[src/rtl/gpio_irq_pkg.sv]
`timescale 1ns/1ps
package gpio_irq_pkg;

    localparam int ADDR_W   = 8;
    localparam int NUM_PORT = 3;

    // register slots inside one port window
    typedef enum logic [2:0] {
        REG_NONE,
        REG_MODE,
        REG_POL,
        REG_ACK,
        REG_EN,
        REG_STAT,
        REG_FILT
    } reg_sel_e;

    localparam logic [ADDR_W-1:0] OFS_MODE = 8'h00;
    localparam logic [ADDR_W-1:0] OFS_POL  = 8'h04;
    localparam logic [ADDR_W-1:0] OFS_ACK  = 8'h08;
    localparam logic [ADDR_W-1:0] OFS_EN   = 8'h0C;
    localparam logic [ADDR_W-1:0] OFS_STAT = 8'h10;
    localparam logic [ADDR_W-1:0] OFS_FILT = 8'h18;

    // port index 0 = A, 1 = B, 2 = F
    function automatic logic [ADDR_W-1:0] port_base(input int idx);
        case (idx)
            0:       return 8'h90;
            1:       return 8'hAC;
            default: return 8'h4C;
        endcase
    endfunction

    function automatic reg_sel_e decode_slot(input logic [ADDR_W-1:0] addr,
                                             input logic [ADDR_W-1:0] base);
        logic [ADDR_W-1:0] ofs;
        ofs = addr - base;
        case (ofs)
            OFS_MODE: return REG_MODE;
            OFS_POL:  return REG_POL;
            OFS_ACK:  return REG_ACK;
            OFS_EN:   return REG_EN;
            OFS_STAT: return REG_STAT;
            OFS_FILT: return REG_FILT;
            default:  return REG_NONE;
        endcase
    endfunction

endpackage

[src/rtl/gpio_pin_filter.sv]
`timescale 1ns/1ps
module gpio_pin_filter #(
    parameter int W           = 8,
    parameter int SYNC_STAGES = 2,
    parameter int DB_LEN      = 4
) (
    input  logic         clk,
    input  logic         rst_n,
    input  logic [W-1:0] pin_i,
    input  logic [W-1:0] filt_en_i,
    output logic [W-1:0] lvl_o,
    output logic [W-1:0] prev_o
);
    localparam int CNT_W = (DB_LEN > 2) ? $clog2(DB_LEN) : 1;
    localparam logic [CNT_W-1:0] CNT_LAST = CNT_W'(DB_LEN - 1);

    typedef struct packed {
        logic [SYNC_STAGES-1:0][W-1:0] sync;
        logic [W-1:0]                  lvl;
        logic [W-1:0]                  prev;
        logic [W-1:0][CNT_W-1:0]       cnt;
    } flt_state_t;

    flt_state_t state_d, state_q;
    logic [W-1:0] smp;

    always_comb begin
        state_d         = state_q;
        state_d.sync[0] = pin_i;
        for (int s = 1; s < SYNC_STAGES; s++) begin
            state_d.sync[s] = state_q.sync[s-1];
        end
        smp          = state_q.sync[SYNC_STAGES-1];
        state_d.prev = state_q.lvl;
        for (int i = 0; i < W; i++) begin
            if (!filt_en_i[i]) begin
                state_d.lvl[i] = smp[i];
                state_d.cnt[i] = '0;
            end else if (smp[i] == state_q.lvl[i]) begin
                state_d.cnt[i] = '0;
            end else if (state_q.cnt[i] == CNT_LAST) begin
                state_d.lvl[i] = smp[i];
                state_d.cnt[i] = '0;
            end else begin
                state_d.cnt[i] = state_q.cnt[i] + 1'b1;
            end
        end
    end

    always_ff @(posedge clk or negedge rst_n) begin
        if (!rst_n) state_q <= '0;
        else        state_q <= state_d;
    end

    assign lvl_o  = state_q.lvl;
    assign prev_o = state_q.prev;

endmodule

[src/rtl/gpio_port_bank.sv]
`timescale 1ns/1ps
module gpio_port_bank
    import gpio_irq_pkg::*;
#(
    parameter int                W           = 8,
    parameter logic [ADDR_W-1:0] BASE        = 8'h90,
    parameter int                SYNC_STAGES = 2,
    parameter int                DB_LEN      = 4
) (
    input  logic              clk,
    input  logic              rst_n,
    input  logic [ADDR_W-1:0] bus_addr,
    input  logic              bus_wr,
    input  logic [W-1:0]      bus_wdata,
    input  logic [W-1:0]      pin_i,
    output logic              rd_hit_o,
    output logic [W-1:0]      rd_data_o,
    output logic [W-1:0]      status_o
);
    typedef struct packed {
        logic [W-1:0] mode;
        logic [W-1:0] pol;
        logic [W-1:0] en;
        logic [W-1:0] filt;
        logic [W-1:0] latch;
    } bank_state_t;

    bank_state_t state_d, state_q;
    reg_sel_e    sel;
    logic [W-1:0] lvl, prv, edge_hit, ack_mask, level_hit, stat;

    gpio_pin_filter #(
        .W           (W),
        .SYNC_STAGES (SYNC_STAGES),
        .DB_LEN      (DB_LEN)
    ) u_filter (
        .clk       (clk),
        .rst_n     (rst_n),
        .pin_i     (pin_i),
        .filt_en_i (state_q.filt),
        .lvl_o     (lvl),
        .prev_o    (prv)
    );

    always_comb begin
        state_d   = state_q;
        rd_data_o = '0;
        sel       = decode_slot(bus_addr, BASE);

        // polarity 1 picks rising, 0 picks falling
        edge_hit  = (lvl & ~prv & state_q.pol) | (~lvl & prv & ~state_q.pol);
        ack_mask  = (bus_wr && sel == REG_ACK) ? bus_wdata : '0;
        // a fresh event wins over a simultaneous acknowledge
        state_d.latch = (state_q.latch & ~ack_mask) | (edge_hit & state_q.mode);

        if (bus_wr) begin
            case (sel)
                REG_MODE: state_d.mode = bus_wdata;
                REG_POL:  state_d.pol  = bus_wdata;
                REG_EN:   state_d.en   = bus_wdata;
                REG_FILT: state_d.filt = bus_wdata;
                default:  ;
            endcase
        end

        level_hit = ~(lvl ^ state_q.pol);
        stat      = state_q.en & ((state_q.mode & state_q.latch) |
                                  (~state_q.mode & level_hit));

        case (sel)
            REG_MODE: rd_data_o = state_q.mode;
            REG_POL:  rd_data_o = state_q.pol;
            REG_EN:   rd_data_o = state_q.en;
            REG_FILT: rd_data_o = state_q.filt;
            REG_STAT: rd_data_o = stat;
            default:  rd_data_o = '0;
        endcase
    end

    always_ff @(posedge clk or negedge rst_n) begin
        if (!rst_n) state_q <= '0;
        else        state_q <= state_d;
    end

    assign rd_hit_o = (sel != REG_NONE);
    assign status_o = stat;

endmodule

[src/rtl/gpio_irq_unit.sv]
`timescale 1ns/1ps
module gpio_irq_unit
    import gpio_irq_pkg::*;
#(
    parameter int W           = 8,
    parameter int SYNC_STAGES = 2,
    parameter int DB_LEN      = 4
) (
    input  logic              clk,
    input  logic              rst_n,
    input  logic [ADDR_W-1:0] bus_addr,
    input  logic              bus_wr,
    input  logic [W-1:0]      bus_wdata,
    output logic [W-1:0]      bus_rdata,
    input  logic [W-1:0]      pin_a,
    input  logic [W-1:0]      pin_b,
    input  logic [W-1:0]      pin_f,
    output logic              irq_ab,
    output logic [W-1:0]      irq_f
);
    logic [NUM_PORT-1:0][W-1:0] pins;
    logic [NUM_PORT-1:0][W-1:0] stat;
    logic [NUM_PORT-1:0][W-1:0] rdv;
    logic [NUM_PORT-1:0]        hit;

    assign pins = {pin_f, pin_b, pin_a};

    for (genvar p = 0; p < NUM_PORT; p++) begin : g_port
        gpio_port_bank #(
            .W           (W),
            .BASE        (port_base(p)),
            .SYNC_STAGES (SYNC_STAGES),
            .DB_LEN      (DB_LEN)
        ) u_bank (
            .clk       (clk),
            .rst_n     (rst_n),
            .bus_addr  (bus_addr),
            .bus_wr    (bus_wr),
            .bus_wdata (bus_wdata),
            .pin_i     (pins[p]),
            .rd_hit_o  (hit[p]),
            .rd_data_o (rdv[p]),
            .status_o  (stat[p])
        );
    end

    always_comb begin
        bus_rdata = '0;
        for (int p = 0; p < NUM_PORT; p++) begin
            if (hit[p]) bus_rdata = bus_rdata | rdv[p];
        end
    end

    assign irq_ab = (|stat[0]) | (|stat[1]);
    assign irq_f  = stat[2];

endmodule

[config.mk]
export PLATFORM = sky130hd
export DESIGN_NAME = gpio_irq_unit
export DESIGN_NICKNAME = d
export VERILOG_FILES = /design/src/rtl/gpio_irq_pkg.sv /design/src/rtl/gpio_pin_filter.sv /design/src/rtl/gpio_port_bank.sv /design/src/rtl/gpio_irq_unit.sv
export SDC_FILE = /design/constraint.sdc
export NUM_CORES = 1
export LEC_CHECK = 0
export BUFFER_PORTS_ARGS = -buffer_cell sky130_fd_sc_hd__clkbuf_2
export CORE_UTILIZATION = 39
export DETAILED_ROUTE_END_ITERATION = 8
export GPL_ROUTABILITY_DRIVEN = 0
export PLACE_DENSITY = 0.58
export SYNTH_ARGS = -nofsm -noshare
export SYNTH_HDL_FRONTEND = slang
export SYNTH_HIERARCHICAL = 1
export SYNTH_SLANG_ARGS = --single-unit
[constraint.sdc]
create_clock -name clk -period 2.4 [get_ports clk]
set_clock_uncertainty 0.1 [all_clocks]
set_input_delay 0.24 -clock clk [delete_from_list [all_inputs] [get_ports clk]]
set_output_delay 0.24 -clock clk [all_outputs]
set_load 0.05 [all_outputs]
==> run metrics <==
core area=roughly 32,000 um^2; Placement Setup Slack=-298 ps; Buffers on Ports=a little under 60; met2 usage=between 20% and 30%; Mapped Nets=roughly 1,100; count of different cell masters after synthesis=54; largest net degree at the start of global routing=between 60 and 70; max cap viols=0; violated checks=setup timing; global route hottest layer=met2; Synth top area share=about 53%; FP Rows=65; outcome=finished, violations left; endpoint required time on the critical path=2060 ps; Yosys Warn Count=6; category of the most critical setup path=register to primary output; die footprint=between 30,000 and 40,000 um^2; delay contributed by the slowest stage of the critical path=between 500 and 600 ps; maximum number of buffers from clock root to sink=3; post-synth top area cell=sky130_fd_sc_hd__dfrtp_1; Post-synth EDFFs=0; Total Power=~0.010 W; fraction of power consumed by the clock network=a little over two fifths; unrepaired setup endpoints after global routing=true; arrival time at the worst endpoint=2740 ps; most common library cell in the layout ignoring fill and taps=sky130_fd_sc_hd__dfrtp_1; class of the tightest hold or removal check=input pin to register; cell depth of the worst hold path=3; highest fanout seen on the critical path=4; GR met1 Demand/Resource=23.9%; highest achievable clock rate=between 300 and 400 MHz; met3 capacity usage during global routing=under 10%; TritonCTS buffer count=30; antenna diode count=0; number of register bits inferred by synthesis=264; vias after detailed routing=around 8,200; worst-skew pair later-pin latency=approximately 540 ps; setup slack after layout=-679 ps; clock-pin slew reported for the worst setup and hold paths after clock tree synthesis=roughly 60 ps; total leakage power=between 7 and 8 nW; Main synth FF type=sky130_fd_sc_hd__dfrtp_1; synthesized instance count=~1,000; Vias/cell=roughly 5.1; final-stage net count=between 1,000 and 1,500; P&R area growth vs syn=21.9%; power density cells=between 600 and 700 nW/um^2; crit end category=primary output; global-route congestion overflow total=0; depth of the CTS H-tree=1; leading cell types by total area after synthesis=sky130_fd_sc_hd__dfrtp_1 53%, sky130_fd_sc_hd__mux2_2 10%, sky130_fd_sc_hd__nand2_1 4.4%, sky130_fd_sc_hd__buf_4 3.0%, sky130_fd_sc_hd__mux2_4 2.9%; switching share of power=a little under a quarter; logic gate share of total power=approximately a tenth; Final Setup Violations=9; switching power of the nets=0.00247 W; average instance area after synthesis=12.1 um^2; commonest cells after routing, fill and taps aside=261 x sky130_fd_sc_hd__dfrtp_1, 148 x sky130_fd_sc_hd__nand2_1, 105 x sky130_fd_sc_hd__mux2_2; Detail Placement HPWL=between 15,000 and 20,000 um; cell breakdown of the critical path=mux2_4, a32oi_2, nor2_1, a221o_1, a222oi_1, buf_4, inv_2, buf_12; number of cells on the worst reg-to-reg path=5; Seq pwr share=47.9%; DRT iter0 DRCs=between 500 and 600; Avg WL per Cell=roughly 17 um; slowest CP cell=sky130_fd_sc_hd__a222oi_1; internal power of the cells=0.00791 W; total count of max-transition violations in the final report=0; wire length of the first global-routing pass=45,900 um; post-route core utilization=48.3%; transition time of the tightest slew-check pin=751 ps; detailed-routing iteration count for the pre-antenna-repair pass=8; post-synthesis async set-or-reset flop share=100%; Antenna Violating Nets Remaining=0; Post-Syn Area=between 10,000 and 15,000 um^2; final hold violation count=0; proportion of synthesized chip area in sequential cells=a little over half; crit path launch type=register; TritonCTS clock tree=done; VDD IR-drop max=roughly 0.49 mV; via count of the first global-routing pass=between 8,000 and 9,000; overall die width=around 180 um; routed wire length=around 28,000 um; effective utilization at floorplan=just under 40%; number of I/O pins=60; clock sink count=264; Chip Height=between 150 and 200 um; fraction of the cycle the final worst path needs=128%; DRC Markers=0; initial antenna violation count=0; worst-case headroom to the max-slew limit=between 40% and 50%; time the final worst path needs with I/O delays and setup=slightly above 3000 ps; buffer type at the clock tree root=sky130_fd_sc_hd__clkbuf_16; all-layer global routing usage=between 10% and 20%; layout cells sized above 1=between 30% and 40%
through the flow:
step | hold WS (ps) | area [um^2] | setup TNS (ps) | instances
4_1_cts | 74.2 | 15100 | -4230 | 1602
2_1_floorplan | -156 | 12500 | 0 | 1030
6_report | 97.2 | 15200 | -3780 | 1605
5_1_grt | 122 | 15200 | -4600 | 1605
3_3_place_gp | 124 | 13800 | -1640 | 1521
3_5_place_dp | 126 | 13800 | -2280 | 1521
cells by family after synthesis:
| logic type | after synthesis | share of synthesized area [%] |
|---|---|---|
| AOI/OAI and AO/OA | 136 | 7.91 |
| xor gates and xnor gates | 43 | 3.01 |
| adders and majority gates | 24 | 2.40 |
| buffers and inverters | 83 | 4.28 |
| DFF | 264 | 52.8 |
| muxes | 142 | 13.4 |
| and+or+nand+nor | 338 | 16.1 |
final timing paths:
check,startpoint,endpoint,slack [ps]
max in group asynchronous,rst_n,g_port[1].u_bank/state_q[24],1340
worst min register to register,g_port[2].u_bank/u_filter/state_d[46],g_port[2].u_bank/u_filter/smp[6],250
min in group asynchronous,rst_n,g_port[0].u_bank/u_filter/state_q[2],140
worst max register to register,g_port[1].u_bank/state_q[30],g_port[1].u_bank/state_q[6],1140
worst min-delay path,bus_wdata[4],g_port[1].u_bank/state_q[4],100
worst max-delay path,g_port[1].u_bank/state_q[25],bus_rdata[1],-680
area by class of cell:
class                           instances  area (um^2)
Tap cell                              402          503
Clock buffer                           43          861
Clock inverter                          8         96.3
Inverter                               18         72.6
Sequential cell                       264         6610
Multi-Input combinational cell        683         5510
Fill cell                            2853        16300
Timing Repair Buffer                  187         1590
cells in the mapped netlist, types with 2 or more instances:
cell type,number
sky130_fd_sc_hd__mux2_2,112
sky130_fd_sc_hd__a221o_1,8
sky130_fd_sc_hd__nor4_2,3
sky130_fd_sc_hd__nand2_1,148
sky130_fd_sc_hd__nor4_1,4
sky130_fd_sc_hd__buf_6,4
sky130_fd_sc_hd__ha_1,24
sky130_fd_sc_hd__a222oi_1,8
sky130_fd_sc_hd__or2_2,5
sky130_fd_sc_hd__nand3_1,6
sky130_fd_sc_hd__inv_1,18
sky130_fd_sc_hd__a32oi_1,12
sky130_fd_sc_hd__nor2_1,53
sky130_fd_sc_hd__mux2_4,24
sky130_fd_sc_hd__o211ai_1,15
sky130_fd_sc_hd__nand2b_1,2
sky130_fd_sc_hd__xnor2_1,9
sky130_fd_sc_hd__nand4_2,2
sky130_fd_sc_hd__and3_2,20
sky130_fd_sc_hd__nor3_1,12
sky130_fd_sc_hd__buf_2,5
sky130_fd_sc_hd__a21oi_1,13
sky130_fd_sc_hd__nor3b_4,2
sky130_fd_sc_hd__nor4bb_1,3
sky130_fd_sc_hd__and2_1,11
sky130_fd_sc_hd__a22o_1,39
sky130_fd_sc_hd__buf_4,50
sky130_fd_sc_hd__dfrtp_1,264
sky130_fd_sc_hd__mux2i_1,6
sky130_fd_sc_hd__and3_1,12
sky130_fd_sc_hd__nor4_4,3
sky130_fd_sc_hd__nand2b_4,24
sky130_fd_sc_hd__clkbuf_1,6
sky130_fd_sc_hd__nor2b_1,10
sky130_fd_sc_hd__xor2_1,34
sky130_fd_sc_hd__o21ai_0,41
critical path, delay by kind of cell, from the launching register on:
family / cells / cell delay, ps
AND/OR/NAND/NOR: 1 / 60
AO/OA/AOI/OAI: 3 / 1040
flip-flops: 1 / 420
buffers and inverters: 3 / 390
multiplexers: 1 / 290
power groups by stage:
stage / clock network [W] / logic (W) / registers (W)
floorplan: 0 / 0.000581 / 0.00497
global placement: 0 / 0.000885 / 0.00504
detailed placement: 0 / 0.000902 / 0.00504
CTS: 0.00458 / 0.000955 / 0.00497
global route: 0.00476 / 0.00107 / 0.00501
finish: 0.00444 / 0.000965 / 0.00497
registers in the layout, summed over array words and instances (netlist names):
register,flops
g_port.u_bank/u_filter/smp,24
g_port.u_bank/u_filter/prev_o,24
g_port.u_bank/u_filter/lvl_o,24
g_port.u_bank/u_filter/state_q,48
g_port.u_bank/u_filter/state_d,24
g_port.u_bank/state_q,120
repair_timing:
| action | in CTS | in global routing |
|---|---|---|
| hold endpoints to repair | 134 | 0 |
| pin swaps | 15 | 22 |
| resized for setup | 27 | 35 |
| setup buffers | 5 | 3 |
| endpoints found under the setup margin | 12 | 13 |
| hold buffers | 25 | 0 |
metal layers:
layer / wire (um) / vias to the layer above / share of wire, %
met5: 0 / - / 0
met4: 536 / 0 / 1.9
met3: 1340 / 40 / 4.8
met2: 13200 / 154 / 47
met1: 12700 / 4100 / 46
li1: - / 3913 / -
Power figures use the tool's default switching activity.
